`src/rtl/rx_irq_pkg.sv`:
```
package rx_irq_pkg;
   localparam int REG_W     = 8;
   localparam int STICKY_N  = 5;
   localparam int B_FIFO    = 7;
   localparam int B_RX      = 6;
   localparam int B_SALARM  = 5;
   localparam int B_SNORM   = 4;
   localparam int B_SLOT    = 3;
   localparam int B_RSVD    = 2;
   localparam int B_XSYNC   = 1;
   localparam int B_DIAG    = 0;

   // sticky vector order: [4] alarm, [3] normal, [2] slot, [1] extra sync, [0] diag
   function automatic logic [STICKY_N-1:0] pick_sticky(input logic [REG_W-1:0] v);
      return {v[B_SALARM], v[B_SNORM], v[B_SLOT], v[B_XSYNC], v[B_DIAG]};
   endfunction
endpackage

```
`src/rtl/rx_live_flag.sv`:
```
module rx_live_flag #(
   parameter int CLR_DELAY = 2
) (
   input  logic clk,
   input  logic rst_n,
   input  logic set_i,
   input  logic clr_i,
   output logic flag_o
);
   logic flag_q;
   assign flag_o = flag_q;

   generate
      if (CLR_DELAY < 0) begin : g_bad_delay
         $error("rx_live_flag: CLR_DELAY must not be negative");
      end
      if (CLR_DELAY == 0) begin : g_immediate
         always_ff @(posedge clk or negedge rst_n) begin
            if (!rst_n)     flag_q <= 1'b0;
            else if (set_i) flag_q <= 1'b1;
            else if (clr_i) flag_q <= 1'b0;
         end
      end else begin : g_delayed
         localparam int CNT_W = (CLR_DELAY < 2) ? 1 : $clog2(CLR_DELAY + 1);
         localparam logic [CNT_W-1:0] CNT_END = CNT_W'(CLR_DELAY);
         logic [CNT_W-1:0] cnt_q;

         always_ff @(posedge clk or negedge rst_n) begin
            if (!rst_n) begin
               flag_q <= 1'b0;
               cnt_q  <= '0;
            end else if (set_i) begin
               flag_q <= 1'b1;
               cnt_q  <= '0;
            end else if (clr_i) begin
               if (cnt_q == CNT_END) flag_q <= 1'b0;
               else                  cnt_q  <= cnt_q + 1'b1;
            end else begin
               cnt_q <= '0;
            end
         end

         // no clear before the delay has run out
         p_early_hold_r3_r5: assert property (@(posedge clk) disable iff (!rst_n)
            (flag_q && !set_i && cnt_q != CNT_END) |=> flag_q);
      end
   endgenerate

   // a live condition sets the flag on the next edge
   p_set_follows_r2_r4: assert property (@(posedge clk) disable iff (!rst_n)
      set_i |=> flag_o);

   // the flag only falls while its clear condition is present
   p_fall_cause_r3_r5: assert property (@(posedge clk) disable iff (!rst_n)
      $fell(flag_o) |-> $past(clr_i));
endmodule

```
`src/rtl/rx_sticky_bank.sv`:
```
module rx_sticky_bank #(
   parameter int N = 5
) (
   input  logic         clk,
   input  logic         rst_n,
   input  logic [N-1:0] evt_i,
   input  logic [N-1:0] clr_i,
   output logic [N-1:0] q_o
);
   generate
      if (N < 1) begin : g_bad_n
         $error("rx_sticky_bank: N must be at least 1");
      end
      for (genvar i = 0; i < N; i++) begin : g_bit
         logic q;
         always_ff @(posedge clk or negedge rst_n) begin
            if (!rst_n)        q <= 1'b0;
            else if (evt_i[i]) q <= 1'b1;
            else if (clr_i[i]) q <= 1'b0;
         end
         assign q_o[i] = q;

         p_evt_sets_r6: assert property (@(posedge clk) disable iff (!rst_n)
            evt_i[i] |=> q_o[i]);
         p_wclr_r7: assert property (@(posedge clk) disable iff (!rst_n)
            (clr_i[i] && !evt_i[i]) |=> !q_o[i]);
         p_hold_r7: assert property (@(posedge clk) disable iff (!rst_n)
            (q_o[i] && !clr_i[i]) |=> q_o[i]);
         p_evt_wins_r8: assert property (@(posedge clk) disable iff (!rst_n)
            (evt_i[i] && clr_i[i]) |=> q_o[i]);
      end
   endgenerate
endmodule

```
`src/rtl/rx_irq_status.sv`:
```
module rx_irq_status
   import rx_irq_pkg::*;
#(
   parameter int NUM_BUF   = 16,
   parameter int CLR_DELAY = 2
) (
   input  logic               clk,
   input  logic               rst_n,
   input  logic               fifo_nonempty_i,
   input  logic               buf0_locked_i,
   input  logic [NUM_BUF-1:0] buf_full_i,
   input  logic [NUM_BUF-1:0] buf_ien_i,
   input  logic [4:0]         evt_i,
   input  logic               wr_en_i,
   input  logic [7:0]         wr_data_i,
   input  logic [7:0]         ien_i,
   output logic [7:0]         rd_data_o,
   output logic               irq_o
);
   generate
      if (NUM_BUF < 1) begin : g_bad_buf
         $error("rx_irq_status: NUM_BUF must be at least 1");
      end
   endgenerate

   logic fifo_flag, rx_flag, any_full;
   logic [STICKY_N-1:0] sticky_q, sticky_clr;
   logic [REG_W-1:0] status;

   assign any_full   = |(buf_full_i & buf_ien_i);
   assign sticky_clr = wr_en_i ? pick_sticky(wr_data_i) : '0;

   rx_live_flag #(.CLR_DELAY(CLR_DELAY)) u_fifo_flag (
      .clk    (clk),
      .rst_n  (rst_n),
      .set_i  (fifo_nonempty_i),
      .clr_i  (!fifo_nonempty_i && !buf0_locked_i),
      .flag_o (fifo_flag)
   );

   rx_live_flag #(.CLR_DELAY(CLR_DELAY)) u_rx_flag (
      .clk    (clk),
      .rst_n  (rst_n),
      .set_i  (any_full),
      .clr_i  (!any_full),
      .flag_o (rx_flag)
   );

   rx_sticky_bank #(.N(STICKY_N)) u_sticky (
      .clk   (clk),
      .rst_n (rst_n),
      .evt_i (evt_i),
      .clr_i (sticky_clr),
      .q_o   (sticky_q)
   );

   always_comb begin
      status           = '0;
      status[B_FIFO]   = fifo_flag;
      status[B_RX]     = rx_flag;
      status[B_SALARM] = sticky_q[4];
      status[B_SNORM]  = sticky_q[3];
      status[B_SLOT]   = sticky_q[2];
      status[B_RSVD]   = 1'b0;
      status[B_XSYNC]  = sticky_q[1];
      status[B_DIAG]   = sticky_q[0];
   end

   assign rd_data_o = status;
   assign irq_o     = |(status & ien_i);

   // a write alone cannot drop the FIFO flag while buffer 0 stays locked
   p_ro_fifo_r9: assert property (@(posedge clk) disable iff (!rst_n)
      (rd_data_o[B_FIFO] && wr_en_i && buf0_locked_i) |=> rd_data_o[B_FIFO]);
   // a write alone cannot drop the receive flag while a buffer is full
   p_ro_rx_r9: assert property (@(posedge clk) disable iff (!rst_n)
      (rd_data_o[B_RX] && wr_en_i && any_full) |=> rd_data_o[B_RX]);
endmodule

```
`config.mk`:
```
export PLATFORM = sky130hd
export DESIGN_NAME = rx_irq_status
export DESIGN_NICKNAME = d
export VERILOG_FILES = /design/src/rtl/rx_irq_pkg.sv /design/src/rtl/rx_live_flag.sv /design/src/rtl/rx_sticky_bank.sv /design/src/rtl/rx_irq_status.sv
export SDC_FILE = /design/constraint.sdc
export NUM_CORES = 1
export LEC_CHECK = 0
export BUFFER_PORTS_ARGS = -buffer_cell sky130_fd_sc_hd__buf_2
export CORE_MARGIN = 2
export CORE_UTILIZATION = 34
export DETAILED_ROUTE_END_ITERATION = 16
export GPL_TIMING_DRIVEN = 0
export PLACE_DENSITY = 0.87
export SLEW_MARGIN = 40
export SYNTH_ARGS = -nofsm -noshare
export SYNTH_HDL_FRONTEND = slang
export SYNTH_SLANG_ARGS = --single-unit
```
`constraint.sdc`:
```
create_clock -name clk -period 1.43 [get_ports clk]
set_clock_uncertainty 0.05 [all_clocks]
set_input_delay 0.286 -clock clk [delete_from_list [all_inputs] [get_ports clk]]
set_output_delay 0.286 -clock clk [all_outputs]
set_load 0.02 [all_outputs]
```
Word level (Yosys, flattened, before mapping)
Index checks and enable logic that the tools add are counted.

Flip-flop bits (word level): 11. Bits in latches: 0. RAM bits: 0. Memory bits (read-only): 0. Input port bits: 58. Output and inout port bits: 9. Logic and storage cells: 52. Memories kept: 0.

Add/subtract/negate cells: 2. $mul: 0. Divide/modulo/power cells: 0. $lt $le $gt $ge: 0. Equality and inequality tests: 4. Shift operators: 0. Multiplexer cells: 21. Bitwise gates (word level): 2. Reductions and logical operators: 14.

Operators by type and width (number): 16-bit AND (1); 2-bit nonzero test (8); 16-bit OR reduction (1); 1-bit 2-to-1 mux (15); 2-bit 2-to-1 mux (5); 8-bit AND (1); 8-bit OR reduction (1); 5-bit 2-to-1 mux (1); 2-bit by 1-bit adder with 2-bit output, second input constant (2); 2-bit == test, second input constant (2); 3-bit != test, second input constant (1); 1-bit zero test (2); 2-bit != test, second input constant (1); 2-bit AND reduction (1); 1-bit logical AND (1).

Logic depth before layout (Yosys ltp)
Depth in word-level cells: 4. Depth in mapped cells: 5. Mapped depth without buffers: 5.

Hierarchy
A second synthesis with hierarchy kept.

Cell total of the unflattened synthesis: 74. Area total of the unflattened synthesis: 684.4 um^2.

Modules (own cells, without submodules): rx_live_flag (times used 2, cells each 13, area an instance 140.1 um^2, seq. area each 75.1 um^2); rx_sticky_bank (times used 1, cells each 20, area an instance 219.0 um^2, seq. area each 125.1 um^2); rx_irq_status (times used 1, cells each 28, area an instance 185.2 um^2, seq. area each 0.0 um^2).

Least setup slack after synthesis
OpenSTA, ideal clock, no wires.

Kind: flip-flop to output port. Start: register u_sticky.g_bit[3].q. End: output irq_o. Data arrival time: 0.916 ns. Required time: 1.094 ns. Path slack: 0.178 ns. Stages on the path, launching flop included: 3. Cells stage by stage: dfrtp_1 -> a222oi_1 -> nand3_1.

Longest elaborated chain between the ends: 2.

RTL lines: start, declared (RTL line rx_sticky_bank.sv:15) `logic q;`; start signal, assigned (RTL line rx_sticky_bank.sv:17) `if (!rst_n) q <= 1'b0;`; start signal, assigned (RTL line rx_sticky_bank.sv:18) `else if (evt_i[i]) q <= 1'b1;`; start signal, assigned (RTL line rx_sticky_bank.sv:19) `else if (clr_i[i]) q <= 1'b0;`; 8-bit AND (RTL line rx_irq_status.sv:70) `assign irq_o = |(status & ien_i);`; 8-bit OR reduction (RTL line rx_irq_status.sv:70); end, declared (RTL line rx_irq_status.sv:18) `output logic irq_o`.

Every way passes these cells.

Final worst setup path
Same ends and word-level chain as after synthesis.

==> out/qor.csv <==
metric,value,unit
Synth Instances,61,
GRT overflow,0,
Sw Ratio,24.5,%
DR iter-0 viols,4,
die width,47.5,µm
"Setup violations, final",1,
CP max stage cell,dfrtp_1,
warnings from Yosys,0,
sequential share of the synthesized area,42.9,%
"most common cell after layout, fill and taps aside",buf_2,
syn_nets,121,
Setup CP Type,flip-flop to output pin,
RSZ-0062 raised after global routing,true,
worst skew pair latency,0.26,ns
gr usage total,14.9,%
failing checks,negative setup slack,
"Critical Path, Cell by Cell",a222oi_1 -> nand3_1 -> buf_4,
# DRC,0,
Pre-antenna DRT Iters,4,
clock sinks,11,
vias in the first global route,695,
# port buffers,61,
CTS tree,built,
Seq pwr share,46.6,%
CTS Buf Count,3,
fin crit period,1.55,ns
Gate power share,25.6,%
VDD IR max,0.340,mV
Critical R2R Launch,u_fifo_flag.g_delayed.cnt_q[0],
Die Height,47.5,µm
Min-Delay Path Depth,2,
Max Buffers Root-to-Sink,2,
n_diodes,0,
CTS root buf,clkbuf_4,
dpl ws,0.0951,ns
Pint,540,µW
Pwr Density,693,nW/µm²
layout cells sized above 1,60.5,%
reg-to-reg setup timing slack,0.26,ns
Cell Rows,15,
status,"complete, but fails checks",
pin count of the biggest net entering global routing,12,
P&R area growth vs syn,60.8,%
RD Place Congestion,0.708,
"Slew Viols, Final",0,
first-pass GRT wire length,2.28,mm
final worst slack,-0.120,ns
hpwl dp,1.40,mm
crit start category,flip-flop,
"commonest cells after routing, fill and taps aside","buf_2 (60), buf_4 (11), dfrtp_1 (11)",
H-Tree Depth,1,
Total Power,715,µW
clock power share,27.8,%
uppermost layer routed,met4,
Max-Cap Viols,0,
critical path required time,1.09,ns
Clock transition at path regs,0.06,ns
crit-path max cell delay,0.37,ns
synthesized area,642,µm²
CP endpoint kind,output pin,
initial antenna violation count,0,
WL met1,572,µm
Max Clk Rate,0.645,GHz
TNS Setup,-0.120,ns
Critical Path AT,1.21,ns
Worst Hold Launch,buf0_locked_i,
worst-path maximum fanout,2,
FF-to-FF End,u_fifo_flag.g_delayed.cnt_q[1],
"FF+latch count, synth",11,
period utilisation layout,108,%
boundary pin count,67,
initial core utilization,36.8,%
Psw,175,µW
syn avg cell area,10.5,µm²
met3 WL,246,µm
DRT Wirelength,1.57,mm
Reg2Reg Depth,5,
synth unique cells,21,
Final nets,190,
met2 wire length,729,µm
Core Footprint,1750,µm²
post-DR vias/cell,4.56,
full die area,2250,µm²
Hold/Removal Path Class,input port to flip-flop,
Leak,0.000547,µW
WL/cell,10.2,µm
Hold Fails Final Rpt,0,
Post-DRT Antenna Nets,0,
hold path endpoint,u_fifo_flag.g_delayed.cnt_q[0],
routed via count,702,
[power groups by stage]
| stage | combinational, µW | clock (µW) | sequential, µW |
|---|---|---|---|
| finish | 183 | 199 | 333 |
| global route | 200 | 228 | 335 |
| CTS | 185 | 209 | 334 |
| detailed placement | 179 | 0 | 340 |
| global placement | 173 | 0 | 339 |
| floorplan | 79.1 | 0 | 338 |
[flip-flops by register name, summed over array words and instances, names as in the netlist]
signal	cells
u_rx_flag.g_delayed.cnt_q	2
u_fifo_flag.flag_o	1
u_rx_flag.flag_o	1
u_sticky.g_bit.q	5
u_fifo_flag.g_delayed.cnt_q	2
[per-stage QoR]
step / hold WS [ns] / std cells / area, µm² / util (%)
detailed placement: 0.115 / 147 / 978 / 56.1
global placement: 0.107 / 147 / 978 / 56.1
floorplan: -0.0596 / 61 / 642 / -
global route: 0.143 / 154 / 1030 / 59.1
finish: 0.148 / 154 / 1030 / 59.1
CTS: 0.139 / 154 / 1030 / 59.1
[synthesized netlist by cell type, drive strengths merged]
cell type | count | area share (%)
dfrtp | 11 | 43
buf | 8 | 9.4
a21o | 6 | 7.0
nand2 | 6 | 3.5
a221oi | 4 | 9.4
a22o | 4 | 5.5
inv | 3 | 1.8
a22oi | 2 | 2.3
and2 | 2 | 1.9
ha | 2 | 3.9
nor3 | 2 | 1.6
o21ai | 2 | 1.6
a21oi | 1 | 0.78
a222oi | 1 | 1.6
and4 | 1 | 1.4
conb | 1 | 0.58
nand2b | 1 | 0.98
nand3 | 1 | 0.78
nor2 | 1 | 0.58
xnor2 | 1 | 1.4
xor2 | 1 | 1.4
[kinds of logic (layout without fill, tap and decap cells)]
logic type	after synthesis	in the layout	share of synthesized area, %
compound gates	20	20	28.1
simple gates	14	14	10.7
buf+inv	11	79	11.1
flops	11	11	42.9
xor+xnor	2	2	2.73
fa+ha+maj	2	2	3.90
other cells	1	1	0.584
[metal layers]
metal | vias up | GRT usage, %
met1 | 288 | 12.5
met4 | 0 | 11.7
met2 | 60 | 29.7
met5 | - | 0
met3 | 2 | 2.64
li1 | 352 | -
[worst max path at each step]
stage | start | slack, ns | endpoint | cells after the start
2_1_floorplan | u_sticky.g_bit[3].q | 0.18 | irq_o | 2
3_3_place_gp | u_sticky.g_bit[3].q | 0.13 | irq_o | 3
3_5_place_dp | buf_full_i[4] | 0.1 | u_rx_flag.flag_o | 5
4_1_cts | u_sticky.g_bit[3].q | -0.13 | irq_o | 3
5_1_grt | u_sticky.g_bit[3].q | -0.24 | irq_o | 3
6_report | u_sticky.g_bit[3].q | -0.12 | irq_o | 3
[worst max-delay path, delay by kind of cell, from the launching register on]
kind	cells	cell delay (ns)
AOI/OAI and AO/OA	1	0.30
buffers and inverters	1	0.17
DFF	1	0.37
and+or+nand+nor	1	0.11
[what timing repair did]
item,CTS,global route
cloned,0,0
gates resized for setup,1,0
setup buffers,2,0
endpoints found under the hold margin,11,0
pin swaps,1,0
endpoints found under the setup margin,1,1
hold buffers,1,0
[cell type report]
class	count	area, µm²
tap	25	31.3
multi-input combinational	39	295
clock buffer	4	26.3
sequential	11	275
buffer	8	60.1
inverter	3	11.3
fill	158	713
timing repair buffer	64	333
No activity file was read; power rests on OpenSTA's default activity.
